[src/rtl/eeprom_slave_pkg.sv]
package eeprom_slave_pkg;
    localparam int ADDR_W     = 8;
    localparam int PAGE_W     = 4;
    localparam int PAGE_BYTES = 1 << PAGE_W;
    localparam int BUSY_W     = 20;

    typedef enum logic [2:0] {
        S_IDLE,
        S_DEV,
        S_WADDR,
        S_WDATA,
        S_ACK,
        S_RDATA,
        S_RACK
    } st_e;

    typedef struct packed {
        st_e                             st;
        st_e                             nxt;
        logic [3:0]                      cnt;
        logic [7:0]                      sr;
        logic [7:0]                      tx;
        logic [ADDR_W-1:0]               ptr;
        logic                            ack;
        logic                            mack;
        logic                            wp_hit;
        logic [PAGE_BYTES-1:0]           vld;
        logic [PAGE_BYTES-1:0][7:0]      pbuf;
        logic [BUSY_W-1:0]               busy;
    } ctl_t;
endpackage

[src/rtl/eeprom_line_sync.sv]
module eeprom_line_sync #(
    parameter int STAGES = 2
) (
    input  logic clk,
    input  logic rst_n,
    input  logic scl_i,
    input  logic sda_i,
    output logic scl_s_o,
    output logic sda_s_o,
    output logic rise_o,
    output logic fall_o,
    output logic start_o,
    output logic stop_o
);
    logic [STAGES-1:0] scl_q;
    logic [STAGES-1:0] sda_q;
    logic              scl_l_q;
    logic              sda_l_q;

    always_ff @(posedge clk or negedge rst_n) begin
        if (!rst_n) begin
            scl_q   <= '1;
            sda_q   <= '1;
            scl_l_q <= 1'b1;
            sda_l_q <= 1'b1;
        end else begin
            scl_q   <= {scl_q[STAGES-2:0], scl_i};
            sda_q   <= {sda_q[STAGES-2:0], sda_i};
            scl_l_q <= scl_q[STAGES-1];
            sda_l_q <= sda_q[STAGES-1];
        end
    end

    assign scl_s_o = scl_q[STAGES-1];
    assign sda_s_o = sda_q[STAGES-1];
    assign rise_o  = scl_s_o & ~scl_l_q;
    assign fall_o  = ~scl_s_o & scl_l_q;
    assign start_o = scl_s_o & scl_l_q & sda_l_q & ~sda_s_o;
    assign stop_o  = scl_s_o & scl_l_q & ~sda_l_q & sda_s_o;
endmodule

[src/rtl/eeprom_page_array.sv]
module eeprom_page_array #(
    parameter int AW = 8,
    parameter int PW = 4
) (
    input  logic                         clk,
    input  logic                         rst_n,
    input  logic                         commit_i,
    input  logic [AW-PW-1:0]             page_i,
    input  logic [(1<<PW)-1:0]           mask_i,
    input  logic [(1<<PW)-1:0][7:0]      data_i,
    input  logic [AW-1:0]                rd_addr_i,
    output logic [7:0]                   rd_data_o
);
    localparam int DEPTH = 1 << AW;
    localparam int PB    = 1 << PW;

    logic [7:0] mem_q [DEPTH];

    always_ff @(posedge clk or negedge rst_n) begin
        if (!rst_n) begin
            for (int i = 0; i < DEPTH; i++) mem_q[i] <= 8'hFF;
        end else if (commit_i) begin
            for (int i = 0; i < DEPTH; i++) begin
                if (page_i == (AW-PW)'(i >> PW) && mask_i[i % PB])
                    mem_q[i] <= data_i[i % PB];
            end
        end
    end

    assign rd_data_o = mem_q[rd_addr_i];
endmodule

[src/rtl/i2c_eeprom_slave.sv]
module i2c_eeprom_slave
    import eeprom_slave_pkg::*;
#(
    parameter logic [3:0] DEV_TYPE    = 4'b1010,
    parameter int         WR_CYCLES   = 100,
    parameter int         SYNC_STAGES = 2
) (
    input  logic              clk,
    input  logic              rst_n,
    input  logic              scl_i,
    input  logic              sda_i,
    input  logic [2:0]        strap_i,
    input  logic              wp_i,
    input  logic              lowvcc_i,
    input  logic              prot_allow_i,
    input  logic              ack_veto_i,
    output logic              sda_oe_o,
    output logic              busy_o,
    output logic [ADDR_W-1:0] prot_addr_o
);
    ctl_t       q, d;
    logic       scl_s, sda_s, scl_rise, scl_fall, start_evt, stop_evt;
    logic [7:0] rd_data;
    logic       commit;
    logic       data_started;
    logic       in_write;

    eeprom_line_sync #(.STAGES(SYNC_STAGES)) u_sync (
        .clk     (clk),
        .rst_n   (rst_n),
        .scl_i   (scl_i),
        .sda_i   (sda_i),
        .scl_s_o (scl_s),
        .sda_s_o (sda_s),
        .rise_o  (scl_rise),
        .fall_o  (scl_fall),
        .start_o (start_evt),
        .stop_o  (stop_evt)
    );

    eeprom_page_array #(.AW(ADDR_W), .PW(PAGE_W)) u_arr (
        .clk       (clk),
        .rst_n     (rst_n),
        .commit_i  (commit),
        .page_i    (q.ptr[ADDR_W-1:PAGE_W]),
        .mask_i    (q.vld),
        .data_i    (q.pbuf),
        .rd_addr_i (q.ptr),
        .rd_data_o (rd_data)
    );

    assign commit       = (q.busy == BUSY_W'(1)) && !wp_i;
    assign data_started = (q.cnt != 4'd0) || (|q.vld);
    assign in_write     = (q.st == S_WDATA) || (q.st == S_ACK && q.nxt == S_WDATA);

    always_comb begin
        d = q;
        if (q.busy != '0) begin
            // internal write cycle: bus is ignored, WP aborts
            d.st = S_IDLE;
            if (wp_i) begin
                d.busy = '0;
                d.vld  = '0;
            end else begin
                d.busy = q.busy - BUSY_W'(1);
                if (q.busy == BUSY_W'(1)) d.vld = '0;
            end
        end else if (stop_evt) begin
            d.st = S_IDLE;
            if ((|q.vld) && !lowvcc_i) d.busy = BUSY_W'(WR_CYCLES);
            else                       d.vld  = '0;
        end else if (start_evt) begin
            d.st     = S_DEV;
            d.cnt    = '0;
            d.vld    = '0;
            d.wp_hit = 1'b0;
        end else begin
            if (in_write && wp_i && data_started) begin
                d.wp_hit = 1'b1;
                d.vld    = '0;
            end
            case (q.st)
                S_DEV, S_WADDR, S_WDATA: begin
                    if (scl_rise) begin
                        d.sr  = {q.sr[6:0], sda_s};
                        d.cnt = q.cnt + 4'd1;
                    end else if (scl_fall && q.cnt == 4'd8) begin
                        d.cnt = '0;
                        d.st  = S_ACK;
                        d.ack = 1'b0;
                        d.nxt = S_IDLE;
                        if (q.st == S_DEV) begin
                            if (q.sr[7:4] == DEV_TYPE && q.sr[3:1] == strap_i && !ack_veto_i) begin
                                d.ack = 1'b1;
                                d.nxt = q.sr[0] ? S_RDATA : S_WADDR;
                            end
                        end else if (q.st == S_WADDR) begin
                            d.ptr = q.sr;
                            d.vld = '0;
                            if (!ack_veto_i) begin
                                d.ack = 1'b1;
                                d.nxt = S_WDATA;
                            end
                        end else begin
                            if (!wp_i && !q.wp_hit && !d.wp_hit && prot_allow_i && !ack_veto_i) begin
                                d.ack = 1'b1;
                                d.nxt = S_WDATA;
                                d.pbuf[q.ptr[PAGE_W-1:0]] = q.sr;
                                d.vld[q.ptr[PAGE_W-1:0]]  = 1'b1;
                                d.ptr[PAGE_W-1:0]         = q.ptr[PAGE_W-1:0] + PAGE_W'(1);
                            end
                        end
                    end
                end
                S_ACK: begin
                    if (scl_fall) begin
                        d.st  = q.nxt;
                        d.cnt = '0;
                        if (q.nxt == S_RDATA) begin
                            d.tx  = rd_data;
                            d.ptr = q.ptr + ADDR_W'(1);
                        end
                    end
                end
                S_RDATA: begin
                    if (scl_fall) begin
                        d.tx = {q.tx[6:0], 1'b1};
                        if (q.cnt == 4'd7) begin
                            d.cnt = '0;
                            d.st  = S_RACK;
                        end else begin
                            d.cnt = q.cnt + 4'd1;
                        end
                    end
                end
                S_RACK: begin
                    if (scl_rise) d.mack = !sda_s;
                    if (scl_fall) begin
                        if (q.mack) begin
                            d.tx  = rd_data;
                            d.ptr = q.ptr + ADDR_W'(1);
                            d.st  = S_RDATA;
                        end else begin
                            d.st = S_IDLE;
                        end
                    end
                end
                default: ;
            endcase
        end
    end

    always_ff @(posedge clk or negedge rst_n) begin
        if (!rst_n) begin
            q      <= '0;
            q.st   <= S_IDLE;
            q.nxt  <= S_IDLE;
            q.tx   <= 8'hFF;
        end else begin
            q <= d;
        end
    end

    assign sda_oe_o    = (q.st == S_ACK && q.ack) || (q.st == S_RDATA && !q.tx[7]);
    assign busy_o      = (q.busy != '0);
    assign prot_addr_o = q.ptr;
endmodule

[config.mk]
export PLATFORM = sky130hd
export DESIGN_NAME = i2c_eeprom_slave
export DESIGN_NICKNAME = d
export VERILOG_FILES = /design/src/rtl/eeprom_slave_pkg.sv /design/src/rtl/eeprom_line_sync.sv /design/src/rtl/eeprom_page_array.sv /design/src/rtl/i2c_eeprom_slave.sv
export SDC_FILE = /design/constraint.sdc
export NUM_CORES = 2
export LEC_CHECK = 0
export BUFFER_PORTS_ARGS = -buffer_cell sky130_fd_sc_hd__buf_4
export CAP_MARGIN = 40
export CELL_PAD_IN_SITES_DETAIL_PLACEMENT = 0
export CELL_PAD_IN_SITES_GLOBAL_PLACEMENT = 2
export CORE_UTILIZATION = 48
export DETAILED_ROUTE_END_ITERATION = 10
export GPL_ROUTABILITY_DRIVEN = 0
export GPL_TIMING_DRIVEN = 0
export PLACE_DENSITY = 0.86
export RECOVER_POWER = 100
export SLEW_MARGIN = 20
export SYNTH_ARGS = -nofsm -noshare
export SYNTH_HDL_FRONTEND = slang
export SYNTH_HIERARCHICAL = 1
export SYNTH_SLANG_ARGS = --single-unit
[constraint.sdc]
create_clock -name clk -period 4.2 [get_ports clk]
set_clock_uncertainty 0.05 [all_clocks]
set_input_delay 0.42 -clock clk [delete_from_list [all_inputs] [get_ports clk]]
set_output_delay 0.42 -clock clk [all_outputs]
set_load 0.02 [all_outputs]
# After elaboration in Yosys (flattened, before gate mapping)
# Cells that the tools add are included.
dict set report word_totals {
  ff_bits 2255
  wordCells 991
}
dict set report classes {
  magnitude_cmp 3
  n_eq_ne 49
  n_mux 68
  n_reduce_logical 560
  bitwise 19
  n_addsub 4
}
# operator count
set ops {}
lappend ops {{144-bit two-way mux} 5}
lappend ops {{2-bit AND reduction} 259}
lappend ops {{1-bit logical AND} 271}
lappend ops {{16-bit two-way mux} 10}
lappend ops {{128-bit bitwise mux} 1}
lappend ops {{128-bit two-way mux} 1}
lappend ops {{17-bit two-way mux} 5}
lappend ops {{20-bit two-way mux} 4}
lappend ops {{8-bit binary-select mux with 8-bit select} 1}
lappend ops {{8-bit case mux with 3 select lines} 2}
lappend ops {{4-bit equality test, second input constant} 10}
lappend ops {{8-bit two-way mux} 5}
lappend ops {{3-bit two-way mux} 12}
lappend ops {{8-bit demux with 4-bit select} 1}
lappend ops {{5-bit inequality test, second input constant} 6}
lappend ops {{4-bit two-way mux} 6}
lappend ops {{12-bit AND reduction} 2}
lappend ops {{20-bit by 1-bit equality test with 1-bit output, second input constant} 1}
lappend ops {{4-bit by 3-bit equality test with 1-bit output, second input constant} 5}
lappend ops {{20-bit nonzero test} 1}
lappend ops {{20-bit by 1-bit subtractor with 20-bit output, second input constant} 1}
lappend ops {{9-bit two-way mux} 2}
lappend ops {{2-bit inequality test, second input constant} 9}
lappend ops {{9-bit AND reduction} 2}
lappend ops {{other kinds (38)} 81}

# Longest topological paths before layout
dict set report depth {
  depth_word 22
  mapped_depth 14
  depth_no_buf 9
}

# By module
# The synthesis kept the hierarchy.
# mod area_each_um2 instances seq_area_each_um2 cells_per_inst
set modules_own_cells {}
lappend modules_own_cells {eeprom_page_array 95780.6 1 53811.6 5940}
lappend modules_own_cells {i2c_eeprom_slave 9217.6 1 5039.8 745}
lappend modules_own_cells {eeprom_line_sync 190.2 1 157.7 10}

# Least setup slack after synthesis
# Ideal clock, no wire load.
dict set report synth_timing {
  path_type {reg-to-reg}
  start {register q[16] (netlist bit)}
  end {register u_arr/mem_q[1480] (netlist bit)}
  t_required_ns 4.068
  n_path_buf 4
  path_slack_ns 1.128
  path_stages_with_launch 11
  t_arrival_ns 2.940
  path_cell_list {dfrtp_1 > nor4_1 > nand4b_1 > clkbuf_1 > nor2_1 > buf_2 > buf_2 > nand2_1 > buf_2 > nor2_1 > mux2_2}
}
dict set report synth_between {
  elab_chain_cells 3
}
# element line
set synth_rtl {}
lappend synth_rtl {{from (decl)} i2c_eeprom_slave.sv:21} ;# ctl_t q, d;
lappend synth_rtl {{20-bit by 1-bit equality test with 1-bit output} i2c_eeprom_slave.sv:52} ;# assign commit = (q.busy == BUSY_W'(1)) && !wp_i;
lappend synth_rtl {{1-bit logical AND} i2c_eeprom_slave.sv:52}
lappend synth_rtl {{net commit} i2c_eeprom_slave.sv:24} ;# logic commit;
lappend synth_rtl {{2-bit AND reduction (no line)} --}
lappend synth_rtl {{to (signal, indexed assignment)} eeprom_page_array.sv:25} ;# mem_q[i] <= data_i[i % PB];
lappend synth_rtl {{to (decl)} eeprom_page_array.sv:17} ;# logic [7:0] mem_q [DEPTH];
# The timed path passes the listed nets, and every way through them passes these cells.
# A chain may end at the register's enable or synchronous reset.

# Worst setup path after layout
dict set report layout_timing {
  start {register q (netlist bit prot_addr_o[3])}
  end {register q[180] (netlist bit)}
}
dict set report layout_between {
  elab_chain_cells 7
}
# element line
set layout_rtl {}
lappend layout_rtl {{8-bit inverter with 9-bit output (implied by the code) *} eeprom_page_array.sv:30} ;# assign rd_data_o = mem_q[rd_addr_i];
lappend layout_rtl {{8-bit binary-select mux with 8-bit select *} eeprom_page_array.sv:30}
lappend layout_rtl {{8-bit two-way mux (implied by the code) * (2 in series)} eeprom_page_array.sv:30}
lappend layout_rtl {{net rd_data[5]} i2c_eeprom_slave.sv:23} ;# logic [7:0] rd_data;
lappend layout_rtl {{16-bit two-way mux, on equally long branches} {i2c_eeprom_slave.sv:139, i2c_eeprom_slave.sv:119}}
lappend layout_rtl {{16-bit two-way mux, on equally long branches} {i2c_eeprom_slave.sv:138, i2c_eeprom_slave.sv:116}}
lappend layout_rtl {{8-bit case mux with 3 select lines *} i2c_eeprom_slave.sv:82} ;# case (q.st)
# The timed path passes the listed nets; every way through them passes the cells marked *. The select of a mux whose other input is x is not followed.

==> run metrics <==
Inserted Clock Buffers=about 230; flops & latches, synth=approximately 2,300; Tcrit/Tclk final=109%; commonest cells after routing, fill and taps aside=mux2_2, dfstp_2, mux4_2; syn_nets=between 6,000 and 7,000; Post-synth EDFFs=0; Worst Path Required=5.01 ns; initial antenna violation count=54; CP max stage delay=about 0.93 ns; R2R setup slack=-0.39 ns; drt drc=0; GRT Residual Overflow=0; drt initial violations=a little under 10,000; Initial Utilization=roughly 48%; Slew HR=-163%; H-tree Lvls=4; worst setup margin=-0.395 ns; worst path cell trace=buf_4 > inv_1 > nor2_1 > buf_4 > buf_2 > buf_2 > nand2_1 > a31oi_1 > nor4_2 > buf_2 > nor3_1 > mux2_2 > mux2_2; die footprint=between 0.2 and 0.25 mm^2; first-pass GRT wire length=606 mm; Syn-to-layout area delta=14.6%; Final Slew Violations=around 750; Synth area leaders=dfstp_2, mux2_2, mux4_2; RSZ-0062 raised after global routing=yes; max-cap viol count=6; Netlist cell types=98; Pre-antenna DRT Iters=8; CP startpoint kind=register; final design utilization=55.4%; ys async rst share=100%; Worst Max-Slew Pin Slew=~3.9 ns; final hold violations=0; vias per inst=6.95; CTS tree=yes; vias=71,500; YS warnings=6; clock tree buffer depth=3; Final setup viols=around 410; vias in the first global route=69,700; leading area contributor after synthesis=dfstp_2; IO Port Bufs=20; CP endpoint kind=register; register area share after synthesis=56.1%; CP delay by family, top=buffers and inverters; post-route ant nets=0; VDD IR max=0.447 mV; dpl hpwl=~320 mm; crit path buf inv count=6; # IOs=21; Core ar.=~0.22 mm^2; leakage power=between 40 and 50 nW; chip height=around 470 um; Sum Neg Setup Slack=-26.90 ns; row cnt=roughly 170; Total GRT Usage=about two fifths; DR WL/cell=about 44 um; critical path's slowest cell=dfrtp_1; largest net degree at the start of global routing=160; commonest non-fill, non-tap cell in the layout=mux2_2; share of layout cells above drive strength 1=between 70% and 80%; Synth Area per Inst=approximately 16 um^2; crit path kind=register to register; fmax=approximately 220 MHz; clock latency on the worst-skew pair=roughly 0.93 ns; total power draw=between 40 and 50 mW; root buffer cell=clkbuf_16; failing checks=capacitance limit, slew limit, setup timing; Critical Path Fanout Max=10; critical path arrival=5.40 ns; share of the synthesized area in the top cell type=approximately half; Hold Path Class=input port to register; total clock sinks=roughly 2,300; routed wire length=approximately 450 mm; nets@finish=approximately 7,200; Synth Flop Type=dfstp_2; Clock transition at path regs=approximately 0.060 ns; Top cell by count, worst path=buf_2; post-synthesis cell count=6,695; post-layout min period=4.59 ns; Netlist Area Pre-Place=around 0.11 mm^2; Pwr Density=around 370 mW/mm^2; status=finished with violations; Die W=between 400 and 500 um
layout make-up:
| type | instances | area (um^2) |
|---|---|---|
| diodes | 29 | 72.6 |
| flip-flops and latches | 2255 | 59000 |
| well taps | 2854 | 3570 |
| clock inverters | 90 | 1050 |
| fillers | 17300 | 96900 |
| inverters | 39 | 149 |
| multi-input cells | 3990 | 44200 |
| repair buffers | 271 | 2820 |
| clock buffers | 345 | 6910 |
| plain buffers | 410 | 2760 |
worst reg2reg max path, stage by stage (launching register included):
cell and delay [ns]:
dfrtp_1 0.93, buf_4 0.39, inv_1 0.23, nor2_1 0.40, buf_4 0.28, buf_2 0.39
buf_2 0.48, nand2_1 0.26, a31oi_1 0.39, nor4_2 0.13, buf_2 0.19, nor3_1 0.14
mux2_2 0.17, mux2_2 0.14
Yosys cell counts (27+ instances only):
| master | number |
|---|---|
| a21oi_1 | 119 |
| buf_2 | 92 |
| nor4_1 | 39 |
| o21ai_0 | 38 |
| nor3_1 | 27 |
| nand3_1 | 34 |
| nor2_2 | 147 |
| clkbuf_1 | 207 |
| buf_6 | 39 |
| mux2_2 | 2204 |
| nand2_1 | 78 |
| nor2_1 | 198 |
| o221ai_1 | 32 |
| o22ai_1 | 49 |
| dfstp_2 | 2062 |
| inv_1 | 38 |
| mux4_1 | 39 |
| dfrtp_1 | 193 |
| mux2i_1 | 141 |
| mux4_2 | 395 |
| buf_4 | 37 |
| a22oi_1 | 158 |
state kept, by name, summed over array words and instances, names as in the netlist, named ones only:
register        flops
u_arr/mem_q      2048
u_sync/scl_l_q      1
prot_addr_o         8
u_sync/sda_l_q      1
q                  65
u_sync/scl_q        2
u_sync/sda_q        2
stage by stage:
stage	hold slack (ns)	worst slack (ns)	instance area, um^2	cells
6_report	0.0421	-0.395	121000	10300
5_1_grt	0.0647	-0.217	120000	10300
4_1_cts	0.00278	-0.0672	120000	10200
3_5_place_dp	0.297	-1.28	112000	9778
3_3_place_gp	0.296	-23.02	109000	9569
2_1_floorplan	0.0744	1.13	105000	6695
timing repair:
action	CTS	global route
endpoints found under the setup margin	1525	338
endpoints found under the hold margin	103	0
gates resized for setup	178	91
pin swaps	3	6
hold buffers	7	0
buffers inserted	3	0
where the power goes:
group	internal, mW	switching (mW)
Clock	12.6	9.15
Combinational	0.326	1.03
Sequential	21.9	0.0774
cells by family (layout without fill, tap and decap cells):
group | count (synthesis) | after routing | synth area share (%)
multiplexers | 2788 | 2788 | 34.5
flip-flops | 2255 | 2255 | 56.1
AND/OR/NAND/NOR | 643 | 643 | 3.30
AO/OA/AOI/OAI | 534 | 534 | 3.49
buffers and inverters | 450 | 1155 | 2.39
XOR/XNOR | 17 | 17 | 0.142
adder cells (fa/ha/maj) | 8 | 8 | 0.0952
other | 0 | 29 | 0
path summary, 6_finish.rpt:
| check | from | cells after the start | end |
|---|---|---|---|
| setup reg to reg | prot_addr_o[3] | 13 | q[180] |
| min in group asynchronous | rst_n | 2 | u_arr/mem_q[1820] |
| hold reg to reg | u_sync/scl_q[0] | 0 | u_sync/scl_q[1] |
| hold / removal | strap_i[1] | 6 | q[166] |
| setup / recovery | prot_addr_o[3] | 13 | q[180] |
| max in group asynchronous | rst_n | 7 | u_arr/mem_q[495] |
routing by layer:
metal | global-route usage [%] | routed length, um
met1 | 50.1 | 164000
met2 | 54.9 | 184000
met3 | 20.3 | 66300
met4 | 27.6 | 37000
met5 | 0.0216 | 191
Note: power is estimated with default switching activity, not from simulation.
